### src/rtl/tba_pkg.sv
package tba_pkg;

    typedef enum logic [2:0] {
        ST_IDLE,
        ST_HDR,
        ST_LOW,
        ST_DATA_W,
        ST_READ,
        ST_SKIP
    } tba_state_e;

    localparam logic [4:0] HDR_PREFIX = 5'b11110;

    typedef struct packed {
        logic form_ok;   // top bits carry the 10-bit header prefix
        logic upper_ok;  // upper address bits equal own address
        logic rw;        // read bit of the header
    } hdr_info_t;

endpackage

### src/rtl/tba_hdr_decode.sv
module tba_hdr_decode
    import tba_pkg::*;
#(
    parameter int ADDR_W = 10,
    parameter int BYTE_W = 8
) (
    input  logic [BYTE_W-1:0]        byte_i,
    input  logic [ADDR_W-BYTE_W-1:0] own_upper_i,
    input  logic [BYTE_W-1:0]        own_lower_i,
    output hdr_info_t                hdr_o,
    output logic                     low_ok_o
);
    localparam int HI_W  = ADDR_W - BYTE_W;
    localparam int PFX_W = BYTE_W - HI_W - 1;

    always_comb begin
        hdr_o.form_ok  = (byte_i[BYTE_W-1 -: PFX_W] == HDR_PREFIX[4 -: PFX_W]);
        hdr_o.upper_ok = (byte_i[HI_W:1] == own_upper_i);
        hdr_o.rw       = byte_i[0];
        low_ok_o       = (byte_i == own_lower_i);
    end
endmodule

### src/rtl/tba_prior_flag.sv
module tba_prior_flag (
    input  logic clk,
    input  logic rst_n,
    input  logic set_i,
    input  logic clr_i,
    output logic flag_o
);
    always_ff @(posedge clk) begin
        if (!rst_n)      flag_o <= 1'b0;
        else if (clr_i)  flag_o <= 1'b0;
        else if (set_i)  flag_o <= 1'b1;
    end
endmodule

### src/rtl/tba_fsm.sv
module tba_fsm
    import tba_pkg::*;
(
    input  logic      clk,
    input  logic      rst_n,
    input  logic      byte_valid_i,
    input  hdr_info_t hdr_i,
    input  logic      low_ok_i,
    input  logic      begin_i,
    input  logic      stop_i,
    input  logic      prior_i,
    output logic      prior_set_o,
    output logic      prior_clr_o,
    output logic      match_o,
    output logic      dir_o,
    output logic      hold_o
);
    tba_state_e state_q, state_d;
    logic sel_write, sel_read;

    // next state and flag strobes
    always_comb begin
        state_d     = state_q;
        prior_set_o = 1'b0;
        prior_clr_o = stop_i;
        sel_write   = 1'b0;
        sel_read    = 1'b0;
        if (stop_i) begin
            state_d = ST_IDLE;
        end else if (begin_i) begin
            state_d = ST_HDR;
        end else if (byte_valid_i) begin
            unique case (state_q)
                ST_HDR: begin
                    if (!(hdr_i.form_ok && hdr_i.upper_ok)) begin
                        state_d     = ST_SKIP;
                        prior_clr_o = 1'b1;
                    end else if (!hdr_i.rw) begin
                        state_d     = ST_LOW;
                        prior_clr_o = 1'b1;
                    end else if (prior_i) begin
                        state_d  = ST_READ;
                        sel_read = 1'b1;
                    end else begin
                        state_d = ST_SKIP;
                    end
                end
                ST_LOW: begin
                    if (low_ok_i) begin
                        state_d     = ST_DATA_W;
                        prior_set_o = 1'b1;
                        sel_write   = 1'b1;
                    end else begin
                        state_d = ST_SKIP;
                    end
                end
                ST_IDLE, ST_DATA_W, ST_READ, ST_SKIP: state_d = state_q;
                default: state_d = ST_IDLE;
            endcase
        end
    end

    // state register
    always_ff @(posedge clk) begin
        if (!rst_n) state_q <= ST_IDLE;
        else        state_q <= state_d;
    end

    // registered outputs
    always_ff @(posedge clk) begin
        if (!rst_n) begin
            match_o <= 1'b0;
            dir_o   <= 1'b0;
        end else begin
            match_o <= sel_write | sel_read;
            if (stop_i || begin_i) dir_o <= 1'b0;
            else if (sel_read)     dir_o <= 1'b1;
        end
    end

    assign hold_o = (state_q == ST_READ);
endmodule

### src/rtl/tba_addr10_match.sv
module tba_addr10_match
    import tba_pkg::*;
#(
    parameter int ADDR_W = 10,
    parameter int BYTE_W = 8
) (
    input  logic              clk,
    input  logic              rst_n,
    input  logic [ADDR_W-1:0] own_addr,
    input  logic              rx_valid,
    input  logic [BYTE_W-1:0] rx_byte,
    input  logic              start_pulse,
    input  logic              restart_pulse,
    input  logic              stop_pulse,
    output logic              match_pulse,
    output logic              dir_read,
    output logic              hold_req,
    output logic              prior_match
);
    hdr_info_t hdr;
    logic      low_ok, p_set, p_clr;

    tba_hdr_decode #(.ADDR_W(ADDR_W), .BYTE_W(BYTE_W)) u_dec (
        .byte_i      (rx_byte),
        .own_upper_i (own_addr[ADDR_W-1:BYTE_W]),
        .own_lower_i (own_addr[BYTE_W-1:0]),
        .hdr_o       (hdr),
        .low_ok_o    (low_ok)
    );

    tba_fsm u_fsm (
        .clk          (clk),
        .rst_n        (rst_n),
        .byte_valid_i (rx_valid),
        .hdr_i        (hdr),
        .low_ok_i     (low_ok),
        .begin_i      (start_pulse | restart_pulse),
        .stop_i       (stop_pulse),
        .prior_i      (prior_match),
        .prior_set_o  (p_set),
        .prior_clr_o  (p_clr),
        .match_o      (match_pulse),
        .dir_o        (dir_read),
        .hold_o       (hold_req)
    );

    tba_prior_flag u_prior (
        .clk    (clk),
        .rst_n  (rst_n),
        .set_i  (p_set),
        .clr_i  (p_clr),
        .flag_o (prior_match)
    );

    assert_pulse_single_R11: assert property (@(posedge clk) disable iff (!rst_n)
        match_pulse |=> !match_pulse);

    assert_hold_is_read_R4: assert property (@(posedge clk) disable iff (!rst_n)
        hold_req |-> dir_read);

    assert_match_has_prior_R2: assert property (@(posedge clk) disable iff (!rst_n)
        match_pulse |-> prior_match);

    assert_stop_clears_R6: assert property (@(posedge clk) disable iff (!rst_n)
        stop_pulse |=> (!prior_match && !hold_req && !dir_read));

    assert_dir_holds_R10: assert property (@(posedge clk) disable iff (!rst_n)
        (dir_read && !stop_pulse && !start_pulse && !restart_pulse) |=> dir_read);
endmodule

### config.mk
export PLATFORM = sky130hd
export DESIGN_NAME = tba_addr10_match
export DESIGN_NICKNAME = d
export VERILOG_FILES = /design/src/rtl/tba_pkg.sv /design/src/rtl/tba_hdr_decode.sv /design/src/rtl/tba_prior_flag.sv /design/src/rtl/tba_fsm.sv /design/src/rtl/tba_addr10_match.sv
export SDC_FILE = /design/constraint.sdc
export NUM_CORES = 1
export LEC_CHECK = 0
export BUFFER_PORTS_ARGS = -buffer_cell sky130_fd_sc_hd__buf_2
export CAP_MARGIN = 20
export CORE_AREA = 2 2 39 41
export CTS_BUF_LIST = sky130_fd_sc_hd__clkbuf_4
export CTS_CLUSTER_SIZE = 12
export DETAILED_ROUTE_END_ITERATION = 16
export DIE_AREA = 0 0 41 43
export MAX_ROUTING_LAYER = met4
export PLACE_DENSITY = 0.68
export RECOVER_POWER = 100
export SLEW_MARGIN = 15
export SYNTH_ARGS = -nofsm -noshare
export SYNTH_HDL_FRONTEND = slang
export SYNTH_HIERARCHICAL = 1
export SYNTH_SLANG_ARGS = --single-unit
### constraint.sdc
create_clock -name clk -period 1.25 [get_ports clk]
set_clock_uncertainty 0.05 [all_clocks]
set_input_delay 0.25 -clock clk [delete_from_list [all_inputs] [get_ports clk]]
set_output_delay 0.25 -clock clk [all_outputs]
set_load 0.02 [all_outputs]
==> results of run 1 <==
[routing by layer]
layer | track usage | wire, um | vias to the layer above
met5 | - | 0 | -
met4 | 0.100 | 14 | 0
met3 | 0.0471 | 94 | 2
met2 | 0.278 | 756 | 32
met1 | 0.173 | 534 | 274
li1 | - | - | 301
[cell type report]
cell class	instances	area, um^2	area share
multi-input cells	52	413	0.502
repair buffers	39	236	0.288
flip-flops and latches	6	126	0.154
clock buffers	3	22.5	0.0274
well taps	16	20.0	0.0244
inverters	1	3.75	0.00457
[final timing paths]
kind,endpoint,slack [ns],depth (start not counted)
setup / recovery,u_fsm/dir_o,-0.15,4
hold / removal,u_prior/flag_o,0.22,2
setup reg to reg,u_fsm/dir_o,-0.15,4
hold reg to reg,u_fsm/dir_o,0.43,2
[per-stage QoR]
stage	total power [mW]	std cells	instance area, um^2	setup WS [ns]
6_report	0.524	117	822	-0.153
3_5_place_dp	0.334	112	723	-0.186
5_1_grt	0.555	117	822	-0.215
3_3_place_gp	0.331	112	723	-0.157
2_1_floorplan	0.266	60	500	-0.0370
4_1_cts	0.528	116	778	-0.121
[sequential cells by signal (all words and copies together) (netlist names)]
| signal | flops |
|---|---|
| u_prior/flag_o | 1 |
| u_fsm/dir_o | 1 |
| u_fsm/match_o | 1 |
| u_fsm/state_q | 3 |
[kinds of logic after synthesis]
group,after synthesis,share of synthesized area
AO/OA/AOI/OAI,11,0.165
XOR/XNOR,11,0.195
buffers and inverters,2,0.0228
flip-flops,6,0.244
AND/OR/NAND/NOR,30,0.373
[what timing repair did]
action / 4_1_cts / 5_1_grt
setup buffers: 1 / 1
resized for setup: 7 / 9
endpoints found under the setup margin: 7 / 7
pin swaps: 3 / 3
hold endpoints to repair: 0 / 0
[worst max-delay path, delay by kind of cell, from the launching register on]
kind	cells	cell delay, ns
compound gates	1	0.25
flops	1	0.36
simple gates	3	0.65
[power breakdown]
part / internal (mW) / switching (mW)
clock network: 0.109 / 0.0753
registers: 0.194 / 0.00320
logic: 0.0797 / 0.0632
[cells in the mapped netlist]
cell type / n / area share
a211oi_1: 1 / 0.015
xnor2_1: 8 / 0.14
o32ai_1: 1 / 0.018
nand3_1: 1 / 0.010
buf_4: 1 / 0.015
nor3b_1: 2 / 0.030
nand4_1: 3 / 0.038
o21ai_0: 1 / 0.010
a311oi_1: 2 / 0.036
nor3_2: 1 / 0.020
a31oi_1: 1 / 0.013
nor2_1: 7 / 0.053
nand2b_1: 5 / 0.063
xor2_1: 3 / 0.053
nor3_1: 1 / 0.010
o211ai_1: 1 / 0.015
o22ai_1: 1 / 0.013
o311a_1: 1 / 0.020
nor2b_1: 1 / 0.013
or3b_4: 1 / 0.023
inv_1: 1 / 0.0076
o21bai_1: 1 / 0.015
and2b_1: 1 / 0.015
dfxtp_1: 6 / 0.24
or2_2: 1 / 0.013
nand2_1: 3 / 0.023
nor3b_2: 1 / 0.025
o21ai_1: 1 / 0.010
nand4bb_1: 1 / 0.023
or2_1: 1 / 0.013
==> reports/qor.csv, run 1 <==
metric;value;unit
CTS buffer count;3;
Core Area;1380;um^2
row count;14;
Fmax achieved;0.713;GHz
Post-route DRC;0;
Max-cap violations;0;
CTS Hold Bufs;0;
shortest period the worst path allows;1.40;ns
Layout area overhead;66.8;%
Mapped Nets;84;
final setup TNS;-0.644;ns
CP peak stage delay;0.41;ns
failing checks;negative setup slack;
CTS tree;done;
Nets;127;
total number of H-tree levels;1;
sequential-to-total area share from yosys stat;0.244;
CP Capture Type;flop;
relative slew slack;0.831;
Max Buffers Root-to-Sink;2;
Worst Hold Slack;0.222;ns
vias per cell;5.21;
ANT cells;0;
Post-Synthesis Cells;60;
most frequent cells in the layout;buf_2, buf_4, xnor2_1;
All-Layer GR Usage;0.172;
CP max-delay cell;or3b_4;
FILL cells;136;
# IOs;28;
setup slack after layout;-0.153;ns
Total Die Area;1760;um^2
flops & latches, synth;6;
vias;609;
library cells used by synthesis;30;
fraction of layout cells with a size suffix above 1;0.554;
Peak VDD IR;0.000285;V
# setup viols final;7;
final wirelength;1400;um
drt wl/cell;12.0;um
first-pass GRT wire length;1970;um
pwr dens;637;nW/um^2
fin. max-slew vios;0;
Critical Path AT;1.52;ns
status;complete, but fails checks;
RR Startpoint;u_fsm/state_q[0];
starting density of the core;0.356;
CP Launch Point;u_fsm/state_q[0];
dpl hpwl;1010;um
commonest non-fill, non-tap cell in the layout;buf_2;
Final Hold Vio Count;0;
Chip Width;41;um
syn_area_per_cell;8.22;um^2
clock sink count;6;
final core utilization;0.594;
Clock Latency Late Sink;0.25;ns
kind of critical path;flop to flop;
Warnings, synthesis;6;
CP Launch Type;flop;
final antenna-violating net count;0;
total global routing overflow;0;
pin count of the biggest net entering global routing;7;
router iterations before antenna repair;4;
Final Wtd Congestion;0.861;
initial DRC count;9;
CP Cell Sequence;or3b_4 > nor2_2 > nand3_2 > o32ai_2;
RSZ-0062 raised after global routing;true;
worst min-delay path category;input pin to flop;
worst slew pin tran;0.255;ns
period utilization;1.12;
CTS clock-pin slew for the worst setup and hold paths;0.05;ns
Worst EP required;1.36;ns
vias in the first global route;536;
Min-Delay Startpoint;rst_n;
initial antenna violation count;0;
# port buffers;27;
crit path max fanout;5;
Die Y;43;um
Leak Pwr;0.334;nW
CTS root buf;clkbuf_4;
Post-Syn Area;493;um^2
Note: power is estimated with default switching activity, not from simulation.
==> inputs of run 2 (changes only) <==
--- a/config.mk
+++ b/config.mk
@@ -13,7 +13,7 @@
 export DETAILED_ROUTE_END_ITERATION = 16
 export DIE_AREA = 0 0 41 43
 export MAX_ROUTING_LAYER = met4
-export PLACE_DENSITY = 0.68
+export PLACE_DENSITY = 0.72
 export RECOVER_POWER = 100
 export SLEW_MARGIN = 15
 export SYNTH_ARGS = -nofsm -noshare
==> run 2 against run 1 <==
  * The run still ends with negative setup slack left
  * Core utilization decreased by 3.0 points
  * Die area unchanged
  * Sequential share of layout area increased by 0.49 points
  * Register-to-register slack improved by 0.08 ns
==> reports/qor.csv, run 2 (same netlist as run 1, synthesis figures left out) <==
metric;value;unit;change
status;complete, but fails checks;;
failing checks;negative setup slack;;
row count;14;;unchanged
first-pass GRT wire length;1940;um;-1.8%
Design Area, Final;781;um^2;-5.0%
pwr dens;658;nW/um^2;+3.2%
Layout area overhead;58.4;%;
Max-cap violations;0;;unchanged
Core Area;1380;um^2;unchanged
Leak Pwr;0.327;nW;-2.1%
total number of H-tree levels;1;;unchanged
non-filler cells, final;116;;-0.85%
fin. max-slew vios;0;;unchanged
Max Buffers Root-to-Sink;2;;unchanged
r2r endpoint;u_fsm/dir_o;;
initial DRC count;10;;+1
Peak VDD IR;0.000299;V;+4.8%
Total Die Area;1760;um^2;unchanged
Pwr Total;0.514;mW;-1.9%
FILL cells;128;;-5.9%
CTS clock-pin slew for the worst setup and hold paths;0.05;ns;about the same
Nets;126;;-0.79%
Final Hold Vio Count;0;;unchanged
FF-to-FF path depth;4;;unchanged
All-Layer GR Usage;0.163;;-0.00892
worst slew pin tran;0.246;ns;-0.00875 ns
RSZ-0062 raised after global routing;true;;
final antenna-violating net count;0;;unchanged
Chip Width;41;um;unchanged
worst min-delay path category;input pin to flop;;
CP Launch Point;u_fsm/state_q[2];;
period utilization;1.06;;-0.0616
Clock Latency Late Sink;0.25;ns;about the same
CTS root buf;clkbuf_4;;
router iterations before antenna repair;4;;unchanged
drt wl/cell;10.6;um;-11%
Top reg by flops;u_fsm/state_q;;
vias in the first global route;503;;-6.2%
CP Launch Type;flop;;
fraction of layout cells with a size suffix above 1;0.510;;-0.0445
reg-to-reg slack, setup;-0.08;ns;+0.08 ns
Critical Path AT;1.43;ns;-0.09 ns
Die Y;43;um;unchanged
Post-route DRC;0;;unchanged
Final Wtd Congestion;0.821;;-4.6%
CP Capture Type;flop;;
# setup viols final;6;;-1
placed cell area;716;um^2;-1.0%
final setup TNS;-0.333;ns;+0.310 ns
commonest non-fill, non-tap cell in the layout;buf_2;;
vias;594;;-2.5%
RR Startpoint;u_fsm/state_q[2];;
dpl hpwl;966;um;-3.9%
clock sink count;6;;unchanged
DP Cell Count;111;;-0.89%
total global routing overflow;0;;unchanged
shortest period the worst path allows;1.33;ns;-0.0769 ns
initial antenna violation count;0;;unchanged
vias per cell;5.12;;-1.6%
starting density of the core;0.356;;unchanged
final wirelength;1230;um;-12%
CTS buffer count;3;;unchanged
Worst EP required;1.35;ns;about the same
pre-CTS WS;-0.169;ns;+0.0167 ns
most frequent cells in the layout;buf_2, buf_4, xnor2_1;;
setup slack after layout;-0.0765;ns;+0.0769 ns
ANT cells;0;;unchanged
CTS tree;done;;
# port buffers;27;;unchanged
max FFs per register;3;;unchanged
# IOs;28;;unchanged
Worst Setup EP;u_fsm/dir_o;;
pin count of the biggest net entering global routing;7;;unchanged
relative slew slack;0.836;;+0.00581
Fmax achieved;0.754;GHz;+5.8%
crit path max fanout;5;;unchanged
kind of critical path;flop to flop;;
-- run 2: per-layer routing --
layer  vias to the layer above  global-route usage  wire length [um]  share of wire
met2                        29               0.253               629           0.51
met5                         -                   -                 0              0
met4                         0              0.0800                15          0.012
li1                        300                   -                 -              -
met3                         2              0.0314                92          0.075
met1                       263               0.190               492           0.40
-- run 2: cell type report --
class / instances / area [um^2] / share of cell area
clock buffers: 3 / 22.5 / 0.0288
well taps: 16 / 20.0 / 0.0256
repair buffers: 38 / 221 / 0.284
flip-flops and latches: 6 / 124 / 0.159
inverters: 1 / 3.75 / 0.00481
multi-input cells: 52 / 389 / 0.498
-- run 2: how the worst min path moves through the flow --
stage / cells past startpoint / from / end
after floorplan: 1 / rst_n / u_prior/flag_o
after global placement: 2 / u_fsm/dir_o / u_fsm/dir_o
after detailed placement: 2 / u_fsm/dir_o / u_fsm/dir_o
after CTS: 3 / stop_pulse / u_prior/flag_o
after global routing: 2 / rst_n / u_prior/flag_o
final: 2 / rst_n / u_prior/flag_o
-- run 2: power breakdown --
part           total (mW)  leakage (nW)  internal, mW  switching, mW
clock               0.182        0.0138         0.109         0.0730
combinational       0.135         0.264        0.0763         0.0589
sequential          0.197        0.0499         0.195        0.00180
total               0.514         0.327         0.380          0.134
-- run 2: repair_timing --
action / in CTS / in global routing
pin swaps: 3 / 2
hold buffers: 0 / 0
resized for setup: 4 / 4
setup buffers: 2 / 0
setup endpoints to repair: 6 / 7
-- run 2: metrics by stage --
step	hold WS [ns]	util
2_1_floorplan	0.357	-
3_3_place_gp	0.397	0.517
3_5_place_dp	0.404	0.517
4_1_cts	0.242	0.553
5_1_grt	0.256	0.564
6_report	0.239	0.564
-- run 2: worst max-delay path: stages (launching register included) --
cell     delay, ns
dfxtp_2       0.32
or3b_4        0.42
nor2_1        0.10
nand3_1       0.09
o32ai_1       0.26
==> inputs of run 3 (changes only) <==
--- a/config.mk
+++ b/config.mk
@@ -5,7 +5,7 @@
 export SDC_FILE = /design/constraint.sdc
 export NUM_CORES = 1
 export LEC_CHECK = 0
-export BUFFER_PORTS_ARGS = -buffer_cell sky130_fd_sc_hd__buf_2
+export BUFFER_PORTS_ARGS = -buffer_cell sky130_fd_sc_hd__clkbuf_2
 export CAP_MARGIN = 20
 export CORE_AREA = 2 2 39 41
 export CTS_BUF_LIST = sky130_fd_sc_hd__clkbuf_4
==> run 3 against run 2 <==
  * The run still ends with negative setup slack left
  * Combinational power hardly changed
  * Die area unchanged
  * Worst setup slack lost 0.024 ns
  * Via count stayed put
  * Critical path type unchanged
==> reports/qor.csv, run 3 (same netlist as run 1, synthesis figures left out) <==
metric;value;unit;change
Nets;126;;unchanged
max FFs per register;3;;unchanged
first-pass GRT wire length;1940;um;unchanged
# IOs;28;;unchanged
clock sink count;6;;unchanged
placed cell area;716;um^2;unchanged
Min-Delay Startpoint;rst_n;;
RSZ-0062 raised after global routing;true;;
met1 Use GR;0.192;;+0.00199
grt met3 use;0.0314;;unchanged
CTS clock-pin slew for the worst setup and hold paths;0.04;ns;about the same
Fmax achieved;0.741;GHz;-1.8%
final wirelength;1290;um;+4.5%
CTS root buf;clkbuf_4;;
Critical Path AT;1.46;ns;+0.03 ns
area of the multi-input gates;400;um^2;+2.9%
Max-cap violations;0;;unchanged
CTS Hold Bufs;0;;unchanged
most frequent cells in the layout;clkbuf_2, buf_4, xnor2_1;;
fraction of layout cells with a size suffix above 1;0.530;;+0.0200
drt wl/cell;11.1;um;+4.5%
CP peak stage delay;0.41;ns;about the same
kind of critical path;flop to flop;;
Final Wtd Congestion;0.819;;-0.32%
starting density of the core;0.356;;unchanged
row count;14;;unchanged
shortest period the worst path allows;1.35;ns;+0.0238 ns
M2 GR Usage;0.250;;-0.00312
worst slew pin tran;0.246;ns;-0.000424 ns
Clock Latency Late Sink;0.25;ns;about the same
Die Y;43;um;unchanged
Design Area, Final;792;um^2;+1.4%
dpl hpwl;1050;um;+8.5%
Peak VDD IR;0.000343;V;+15%
Post-route DRC;0;;unchanged
GR peak layer;met2;;
ANT cells;0;;unchanged
Reg area;124;um^2;unchanged
Max Buffers Root-to-Sink;2;;unchanged
Total Die Area;1760;um^2;unchanged
CTS tree;done;;
router iterations before antenna repair;4;;unchanged
RR Startpoint;u_fsm/state_q[0];;
CP Launch Point;u_fsm/state_q[0];;
Pwr Total;0.516;mW;+0.41%
Layout area overhead;60.7;%;
Core Area;1380;um^2;unchanged
CP Cell Sequence;or3b_4 > nor2_1 > nand3_1 > o32ai_1;;
failing checks;negative setup slack;;
FILL cells;129;;+0.78%
vias;594;;unchanged
kind of cell adding the most delay to the critical path;simple AND/OR/NAND/NOR gates;;
CP Launch Type;flop;;
initial antenna violation count;0;;unchanged
initial DRC count;6;;-4
final antenna-violating net count;0;;unchanged
Top reg by flops;u_fsm/state_q;;
buffer and inverter count on the worst path;0;;unchanged
CP max-delay cell;or3b_4;;
CTS buffer count;3;;unchanged
fin. max-slew vios;0;;unchanged
# setup viols final;6;;unchanged
# port buffers;27;;unchanged
pin count of the biggest net entering global routing;7;;unchanged
CP Capture Type;flop;;
pwr dens;651;nW/um^2;-1.0%
worst min-delay path category;input pin to flop;;
status;complete, but fails checks;;
total global routing overflow;0;;unchanged
DP Cell Count;111;;unchanged
Leak Pwr;0.332;nW;+1.5%
total number of H-tree levels;1;;unchanged
Worst EP required;1.36;ns;about the same
period utilization;1.08;;+0.0191
relative slew slack;0.836;;about the same
non-filler cells, final;116;;unchanged
Chip Width;41;um;unchanged
setup slack after layout;-0.100;ns;-0.0238 ns
vias per cell;5.12;;unchanged
crit path max fanout;5;;unchanged
commonest non-fill, non-tap cell in the layout;clkbuf_2;;
All-Layer GR Usage;0.169;;+0.00583
Final Hold Vio Count;0;;unchanged
vias in the first global route;484;;-3.8%
run 3: per-stage QoR:
step	hold WS, ns	TNS (ns)	util	setup slack [ns]
global route	0.239	-0.910	0.572	-0.181
detailed placement	0.401	-0.666	0.517	-0.169
global placement	0.399	-0.513	0.517	-0.145
finish	0.240	-0.407	0.572	-0.100
floorplan	0.357	-0.0773	-	-0.0370
CTS	0.233	-0.406	0.555	-0.0867
run 3: area by class of cell:
cell class,instances,area share
repair buffers,38,0.280
well taps,16,0.0253
flip-flops and latches,6,0.156
inverters,1,0.00474
clock buffers,3,0.0284
multi-input cells,52,0.506
run 3: path summary, 6_finish.rpt:
| kind | cells past startpoint | slack, ns | endpoint |
|---|---|---|---|
| max reg2reg | 4 | -0.10 | u_fsm/dir_o |
| min | 2 | 0.24 | u_prior/flag_o |
| max | 4 | -0.10 | u_fsm/dir_o |
| min reg2reg | 2 | 0.40 | u_fsm/dir_o |
run 3: layer usage:
metal / vias up / wire length [um]
li1: 303 / -
met1: 262 / 498
met2: 25 / 679
met3: 4 / 84
met4: 0 / 23
met5: - / 0
run 3: timing repair:
| item | in CTS | in global routing |
|---|---|---|
| buffers inserted | 1 | 1 |
| endpoints found under the setup margin | 7 | 7 |
| pin swaps | 2 | 1 |
| gates resized for setup | 6 | 5 |
run 3: report_power, final:
group          switching (mW)  internal, mW  total [mW]
Combinational          0.0605        0.0767       0.137
Clock                  0.0733         0.109       0.182
Sequential            0.00170         0.195       0.197
Total                   0.136         0.380       0.516
